`config.mk`:
```
export PLATFORM = sky130hd
export DESIGN_NAME = word_strobe_port
export DESIGN_NICKNAME = d
export VERILOG_FILES = /design/src/rtl/wsp_pkg.sv /design/src/rtl/wsp_edge_sync.sv /design/src/rtl/wsp_strobe_fsm.sv /design/src/rtl/wsp_host_regs.sv /design/src/rtl/word_strobe_port.sv
export SDC_FILE = /design/constraint.sdc
export NUM_CORES = 1
export LEC_CHECK = 0
export CELL_PAD_IN_SITES_DETAIL_PLACEMENT = 1
export CELL_PAD_IN_SITES_GLOBAL_PLACEMENT = 1
export CORE_MARGIN = 1
export CORE_UTILIZATION = 40
export CTS_CLUSTER_DIAMETER = 40
export CTS_CLUSTER_SIZE = 25
export DETAILED_ROUTE_END_ITERATION = 12
export GPL_TIMING_DRIVEN = 0
export PLACE_DENSITY = 0.85
export SYNTH_ARGS = -nofsm -noshare
export SYNTH_HDL_FRONTEND = slang
export SYNTH_HIERARCHICAL = 1
export SYNTH_SLANG_ARGS = --single-unit
export TNS_END_PERCENT = 30
```
`constraint.sdc`:
```
create_clock -name clk -period 2.9 [get_ports clk]
set_clock_uncertainty 0.1 [all_clocks]
set_input_delay 0.87 -clock clk [delete_from_list [all_inputs] [get_ports clk]]
set_output_delay 0.87 -clock clk [all_outputs]
set_load 0.01 [all_outputs]
```
`src/rtl/wsp_pkg.sv`:
```
package wsp_pkg;
    localparam int ADDR_W = 2;

    localparam logic [ADDR_W-1:0] REG_LO   = 2'd0;
    localparam logic [ADDR_W-1:0] REG_HI   = 2'd1;
    localparam logic [ADDR_W-1:0] REG_STAT = 2'd2;

    localparam int ST_BUSY = 0;
    localparam int ST_ERR  = 1;

    typedef enum logic [1:0] {
        PH_IDLE   = 2'd0,
        PH_SETTLE = 2'd1,
        PH_WAIT   = 2'd2
    } phase_e;
endpackage

```
`src/rtl/wsp_edge_sync.sv`:
```
module wsp_edge_sync #(
    parameter int STAGES = 2
) (
    input  logic clk,
    input  logic rst_n,
    input  logic async_i,
    output logic rise_o
);
    typedef struct packed {
        logic [STAGES-1:0] chain;
        logic              prev;
    } sync_t;

    sync_t s_d, s_q;

    always_comb begin
        s_d       = s_q;
        s_d.chain = {s_q.chain[STAGES-2:0], async_i};
        s_d.prev  = s_q.chain[STAGES-1];
    end

    always_ff @(posedge clk) begin
        if (!rst_n) s_q <= '0;
        else        s_q <= s_d;
    end

    assign rise_o = s_q.chain[STAGES-1] & ~s_q.prev;
endmodule

```
`src/rtl/wsp_strobe_fsm.sv`:
```
module wsp_strobe_fsm
    import wsp_pkg::*;
#(
    parameter int SETTLE_CYCLES = 4
) (
    input  logic clk,
    input  logic rst_n,
    input  logic commit_i,
    input  logic ack_rise_i,
    output logic busy_o,
    output logic ready_o
);
    localparam int CNT_W = $clog2(SETTLE_CYCLES + 1);
    localparam logic [CNT_W-1:0] CNT_LOAD = CNT_W'(SETTLE_CYCLES - 1);

    typedef struct packed {
        phase_e           phase;
        logic [CNT_W-1:0] cnt;
        logic             ready;
    } fsm_t;

    fsm_t f_d, f_q;

    always_comb begin
        f_d = f_q;
        case (f_q.phase)
            PH_IDLE: begin
                if (commit_i) begin
                    f_d.phase = PH_SETTLE;
                    f_d.cnt   = CNT_LOAD;
                end
            end
            PH_SETTLE: begin
                if (f_q.cnt == '0) begin
                    f_d.phase = PH_WAIT;
                    f_d.ready = 1'b1;
                end else begin
                    f_d.cnt = f_q.cnt - CNT_W'(1);
                end
            end
            PH_WAIT: begin
                if (ack_rise_i) begin
                    f_d.phase = PH_IDLE;
                    f_d.ready = 1'b0;
                end
            end
            default: begin
                f_d.phase = PH_IDLE;
                f_d.ready = 1'b0;
            end
        endcase
    end

    always_ff @(posedge clk) begin
        if (!rst_n) begin
            f_q.phase <= PH_IDLE;
            f_q.cnt   <= '0;
            f_q.ready <= 1'b0;
        end else begin
            f_q <= f_d;
        end
    end

    assign busy_o  = (f_q.phase != PH_IDLE);
    assign ready_o = f_q.ready;
endmodule

```
`src/rtl/wsp_host_regs.sv`:
```
module wsp_host_regs
    import wsp_pkg::*;
#(
    parameter int BYTE_W = 8
) (
    input  logic                clk,
    input  logic                rst_n,
    input  logic                wr_en,
    input  logic [ADDR_W-1:0]   wr_addr,
    input  logic [BYTE_W-1:0]   wr_data,
    input  logic                rd_en,
    input  logic [ADDR_W-1:0]   rd_addr,
    input  logic                busy_i,
    output logic                commit_o,
    output logic                err_o,
    output logic [2*BYTE_W-1:0] word_o,
    output logic [BYTE_W-1:0]   rd_data_o
);
    localparam int WORD_W = 2 * BYTE_W;

    typedef struct packed {
        logic [BYTE_W-1:0] stage;
        logic [WORD_W-1:0] word;
        logic              err;
        logic [BYTE_W-1:0] rdata;
    } regs_t;

    regs_t r_d, r_q;
    logic  hit_lo, hit_hi, stat_rd;
    logic [BYTE_W-1:0] stat_vec;

    always_comb begin
        hit_lo   = wr_en && (wr_addr == REG_LO);
        hit_hi   = wr_en && (wr_addr == REG_HI);
        stat_rd  = rd_en && (rd_addr == REG_STAT);
        commit_o = hit_hi && !busy_i;

        stat_vec          = '0;
        stat_vec[ST_BUSY] = busy_i;
        stat_vec[ST_ERR]  = r_q.err;

        r_d = r_q;
        if (hit_lo)   r_d.stage = wr_data;
        if (commit_o) r_d.word  = {wr_data, r_q.stage};

        if (hit_hi && busy_i) r_d.err = 1'b1;
        else if (stat_rd)     r_d.err = 1'b0;

        if (rd_en) begin
            case (rd_addr)
                REG_LO:   r_d.rdata = r_q.stage;
                REG_HI:   r_d.rdata = r_q.word[WORD_W-1:BYTE_W];
                REG_STAT: r_d.rdata = stat_vec;
                default:  r_d.rdata = '0;
            endcase
        end
    end

    always_ff @(posedge clk) begin
        if (!rst_n) r_q <= '0;
        else        r_q <= r_d;
    end

    assign err_o     = r_q.err;
    assign word_o    = r_q.word;
    assign rd_data_o = r_q.rdata;
endmodule

```
`src/rtl/word_strobe_port.sv`:
```
module word_strobe_port
    import wsp_pkg::*;
#(
    parameter int BYTE_W        = 8,
    parameter int SETTLE_CYCLES = 4,
    parameter int SYNC_STAGES   = 2
) (
    input  logic                clk,
    input  logic                rst_n,
    input  logic                wr_en,
    input  logic [ADDR_W-1:0]   wr_addr,
    input  logic [BYTE_W-1:0]   wr_data,
    input  logic                rd_en,
    input  logic [ADDR_W-1:0]   rd_addr,
    output logic [BYTE_W-1:0]   rd_data,
    output logic [2*BYTE_W-1:0] word_o,
    output logic                ready_o,
    input  logic                ack_i
);
    logic busy;
    logic err;
    logic commit;
    logic ack_rise;

    wsp_edge_sync #(.STAGES(SYNC_STAGES)) u_sync (
        .clk     (clk),
        .rst_n   (rst_n),
        .async_i (ack_i),
        .rise_o  (ack_rise)
    );

    wsp_host_regs #(.BYTE_W(BYTE_W)) u_regs (
        .clk       (clk),
        .rst_n     (rst_n),
        .wr_en     (wr_en),
        .wr_addr   (wr_addr),
        .wr_data   (wr_data),
        .rd_en     (rd_en),
        .rd_addr   (rd_addr),
        .busy_i    (busy),
        .commit_o  (commit),
        .err_o     (err),
        .word_o    (word_o),
        .rd_data_o (rd_data)
    );

    wsp_strobe_fsm #(.SETTLE_CYCLES(SETTLE_CYCLES)) u_fsm (
        .clk        (clk),
        .rst_n      (rst_n),
        .commit_i   (commit),
        .ack_rise_i (ack_rise),
        .busy_o     (busy),
        .ready_o    (ready_o)
    );
endmodule

```
* Yosys cells after proc, flatten, opt, wreduce, memory -nomap -nowiden *
Cells that the tools add are included.

storage, ports and cells
  output and inout bits = 25
  flip-flop bits (word level) = 42
  input port bits = 17

operators by class
  reductions and logical operators = 16
  mux-type cells = 12
  $add $sub $neg = 1
  eq/ne operators = 9
  bitwise gates (word level) = 3

operators by type and width
  cell                                                 number
  one-hot mux 8 bit (3 select lines)                   1
  AND reduction 3 bit                                  3
  equality test 2 x 1 -> 1 bit, second input constant  3
  zero test 2 bit                                      3
  != test 2 bit, second input constant                 3
  one-hot mux 2 bit (3 select lines)                   1
  one-hot mux 3 bit (2 select lines)                   1
  nonzero test 2 bit                                   3
  logical AND 1 bit                                    5
  two-way mux 5 bit                                    1
  equality test 2 bit, second input constant           2
  two-way mux 1 bit                                    4
  two-way mux 2 bit                                    2
  zero test 3 bit                                      1
  two-way mux 3 bit                                    1
  one-hot mux 1 bit (3 select lines)                   1
  subtractor 3 x 1 -> 3 bit, second input constant     1
  != test 2 x 1 -> 1 bit, second input constant        1
  NOT 1 bit                                            2
  bitwise AND 1 bit                                    1
  zero test 1 bit                                      1

* Longest topological paths before layout *
  depth after elaboration = 5
  mapped depth = 8
  gate-level depth less buffers = 6

* By module *
The synthesis kept the hierarchy.

by module, submodules not included
  module          instances  sequential area each (sq um)  cells an instance  area an instance (sq um)
  wsp_host_regs   1          660.6                         172                1555.2
  wsp_strobe_fsm  1          120.1                         35                 326.6
  wsp_edge_sync   1          60.1                          7                  92.6

* Worst setup path before layout *
No wires, ideal clock.

  kind = input port to flip-flop
  start = input wr_addr[1]
  end = register u_fsm/f_q[1] in the netlist's numbering
  library setup time = 0.086 ns
  path slack = 1.064 ns
  data required time = 2.714 ns
  buffers on the path = 1
  data arrival time = 1.649 ns
  stages = 5
  cells stage by stage = nand4bb_4 > buf_2 > inv_1 > o21bai_2 > a221oi_2

on the way
  longest elaborated chain between the ends = 5

ends and longest elaborated chain
  what                                  RTL line                text
  from (decl)                           word_strobe_port.sv:11  input logic [ADDR_W-1:0] wr_addr,
  equality test 2 x 1 -> 1 bit          wsp_host_regs.sv:34     hit_hi = wr_en && (wr_addr == REG_HI);
  logical AND 1 bit                     wsp_host_regs.sv:34
  logical AND 1 bit                     wsp_host_regs.sv:36     commit_o = hit_hi && !busy_i;
  via commit                            word_strobe_port.sv:22  logic commit;
  != test 2 bit (no source line)        n/a
  AND reduction 3 bit (no source line)  n/a
  to (decl)                             wsp_strobe_fsm.sv:22    fsm_t f_d, f_q;

The timed path passes the listed nets, and every way through them passes these cells.
A chain may end at the register's enable or synchronous reset.

* Final worst setup path *
  start = register u_regs.r_q, in the netlist u_regs/word_o[8]
  end = output word_o[8]

RTL lines
  what                    RTL line                text
  from (decl)             wsp_host_regs.sv:28     regs_t r_d, r_q;
  from (signal assigned)  wsp_host_regs.sv:61     else r_q <= r_d;
  to (decl)               word_strobe_port.sv:16  output logic [2*BYTE_W-1:0] word_o,

No word-level cell between the ends.

==> results by group <==
Floorplanning
  – Y dimension of the die: 72.3 um
  – DIE AREA: 5220 um^2
  – Row cnt: 25
  – Area inside the core boundary: 4720 um^2
  – Die Width: 72.3 um
  – Boundary Pins: 42
  – Starting density of the core: 41.8%

Pwr
  – Worst supply voltage drop on vdd: 321 uV
  – Total power divided by cell area: 453 nW/um^2
  – Leakage Power: 0.984 nW
  – Power after layout: 1.16 mW

Clock tree
  – Number of H-tree branching levels: 2
  – Post-CTS setup buffers: 0
  – Post-CTS sizing: 0
  – Sink count of the clock tree: 42
  – Maximum clock path buffer count: 2
  – Clock root buffer: clkbuf_8
  – Hold buffer count at cts: 0
  – CTS clock-pin slew for the worst setup and hold paths: 0.08 ns
  – Clock tree from TritonCTS: yes
  – Clk Latency, worst-skew pair: 0.29 ns
  – CTS Buf Count: 5

STA
  – Max transition margin: 69.6%
  – Setup repair after global routing missed its margin: false
  – Post-route clock period utilization: 78.7%
  – Final-report setup violation count: 0
  – Post-Route Setup TNS: 0 ns
  – Hold Vio Cnt, Final: 0
  – Total count of max-transition violations in the final report: 0
  – Top achievable clock speed: 438 MHz
  – Worst Slack Setup Final: 0.617 ns
  – Minimum period implied by the final worst setup slack: 2.28 ns
  – Actual transition at the worst max-transition pin: 0.455 ns
  – Worst Hold Margin: 0.351 ns

Yosys
  – Number of nets in the synthesized netlist: 233
  – Post-synthesis register bit count: 42
  – Async set or reset register ratio after synthesis: 0%
  – Syn Std Cell Area: 1970 um^2
  – Post-Synthesis Cells: 214
  – Mean post-synth cell area: 9.23 um^2
  – Unique masters post-synth: 34
  – Count of flip-flops with a built-in enable after synthesis: 0
  – Portion of the post-synthesis area used by sequential elements: 42.6%
  – Count of yosys warnings during synthesis: 6
  – Primary flip-flop cell chosen by synthesis mapping: dfxtp_1

Place
  – Quantity of I/O buffers inserted on ports: 41
  – Pre-CTS setup slack: 0.333 ns
  – Estimated wirelength of the detail-placed design: 3330 um
  – Placer congestion estimate: 0.779

Worst setup path
  – Setup slack of the most critical reg-to-reg path: 1.01 ns
  – Crit path required time: 1.93 ns
  – Kind of start point of the critical path: register
  – Arr. time, crit path: 1.31 ns
  – Critical path peak fanout: 3
  – Critical register-to-register path startpoint: u_fsm/f_q[4]
  – Crit path launch: u_regs/word_o[8]
  – Sort of element at the end of the critical path: output port
  – Critical path type: register to output port

GRT
  – Global-route wire length before repair: 7370 um
  – Number of antenna violations at the first check in global routing: 0
  – All-layer global routing usage: 18.4%
  – Via count of the first global-routing pass: 1617
  – Grt ovf: 0
  – Pin count of the biggest net entering global routing: 13

Drt
  – Number of remaining DRC errors: 0
  – Final WL: 4330 um
  – Routed via count divided by cell count: 4.67
  – Via count: 1537
  – Number of DRC violations after detailed-routing iteration 0: 43
  – Average routed wire per standard cell: 13.2 um
  – Post-detailed-route count of antenna-violating nets: 0
  – First-pass detailed-route iteration total: 4

Final layout
  – Most common cell after layout, fill and taps aside: dfxtp_1
  – # diodes: 0
  – Area growth syn-to-layout: 29.1%
  – # fillers: 559
  – Net count reported at finish: 281
  – Commonest cells after routing, fill and taps aside: dfxtp_1 (42), clkdlybuf4s50_1 (41), buf_4 (25)
  – Share of cells above drive strength 1: 17.6%

Outcome
  – Outcome: completed

Job
  – Max-cap check violation count: 0

Worst hold path
  – Path category of the worst min-delay check: register to register
  – Min-delay src: u_sync/s_d[2]
routing by layer:
metal  vias to the layer above  routed length, um  global-route usage [%]
met5                         -                  0                       0
met4                         0                 62                    7.19
met3                         5                162                    3.47
met2                        28               2030                    31.2
met1                       707               2070                    23.2
li1                        797                  -                       -
cells by family after synthesis:
logic type,after synthesis,synth area share [%]
AO/OA/AOI/OAI,37,11.9
adder cells (fa/ha/maj),2,1.27
buffers and inverters,46,14.3
flip-flops,42,42.6
multiplexers,17,8.62
AND/OR/NAND/NOR,70,21.4
cell usage after synthesis, types with 2 or more instances:
cell type	n	share of area [%]
nor2b_4	2	1.4
clkbuf_1	4	0.76
inv_1	10	1.9
o22ai_1	6	1.9
o21ai_0	13	3.3
nor2b_1	9	2.9
and2_1	10	3.2
dfxtp_1	42	43
o211a_1	2	1.0
nand2_1	19	3.6
nor2_1	2	0.38
a21oi_1	4	1.0
nand2b_1	2	0.63
nand3b_1	3	1.1
o211ai_1	2	0.76
buf_4	25	9.5
ha_1	2	1.3
buf_2	6	1.5
mux2i_1	17	8.6
o21ai_1	4	1.0
nand3_1	17	4.3
worst max-delay path, stage by stage, from the launching register on:
cell and delay (ns):
dfxtp_1 0.38, buf_4 0.12, clkdlybuf4s50_1 0.52
power by group:
group / internal [mW] / leakage, nW / switching, mW
logic: 0.0959 / 0.606 / 0.0819
registers: 0.598 / 0.341 / 0.0163
clock network: 0.165 / 0.0373 / 0.198
total: 0.859 / 0.984 / 0.296
layout make-up:
| class | instances | area (um^2) | share of cell area, % |
|---|---|---|---|
| Buffer | 36 | 244 | 9.57 |
| Clock buffer | 6 | 72.6 | 2.85 |
| Clock inverter | 1 | 7.51 | 0.295 |
| Inverter | 10 | 37.5 | 1.47 |
| Multi-Input combinational cell | 126 | 852 | 33.4 |
| Sequential cell | 42 | 841 | 33.0 |
| Tap cell | 67 | 83.8 | 3.29 |
| Timing Repair Buffer | 41 | 410 | 16.1 |
per-stage QoR:
step | std cells | area (um^2) | util [%]
CTS | 329 | 2550 | 54.0
floorplan | 214 | 1970 | -
global placement | 322 | 2470 | 52.3
finish | 329 | 2550 | 54.0
global route | 329 | 2550 | 54.0
detailed placement | 322 | 2470 | 52.3
path summary, 6_finish.rpt:
kind / cells after the start / end
worst max-delay path: 2 / word_o[8]
worst min-delay path: 1 / u_sync/s_d[0]
worst max register to register: 8 / u_fsm/f_q[4]
worst min register to register: 1 / u_sync/s_d[0]
flip-flops by register name (all words and copies together) (netlist names):
name	flops
u_regs/word_o	16
u_regs/r_q	8
u_regs/rd_data_o	8
u_fsm/f_q	5
u_sync/s_d	2
u_fsm/ready_o	1
u_regs/err_o	1
u_sync/s_q	1
No activity file was read; power rests on OpenSTA's default activity.
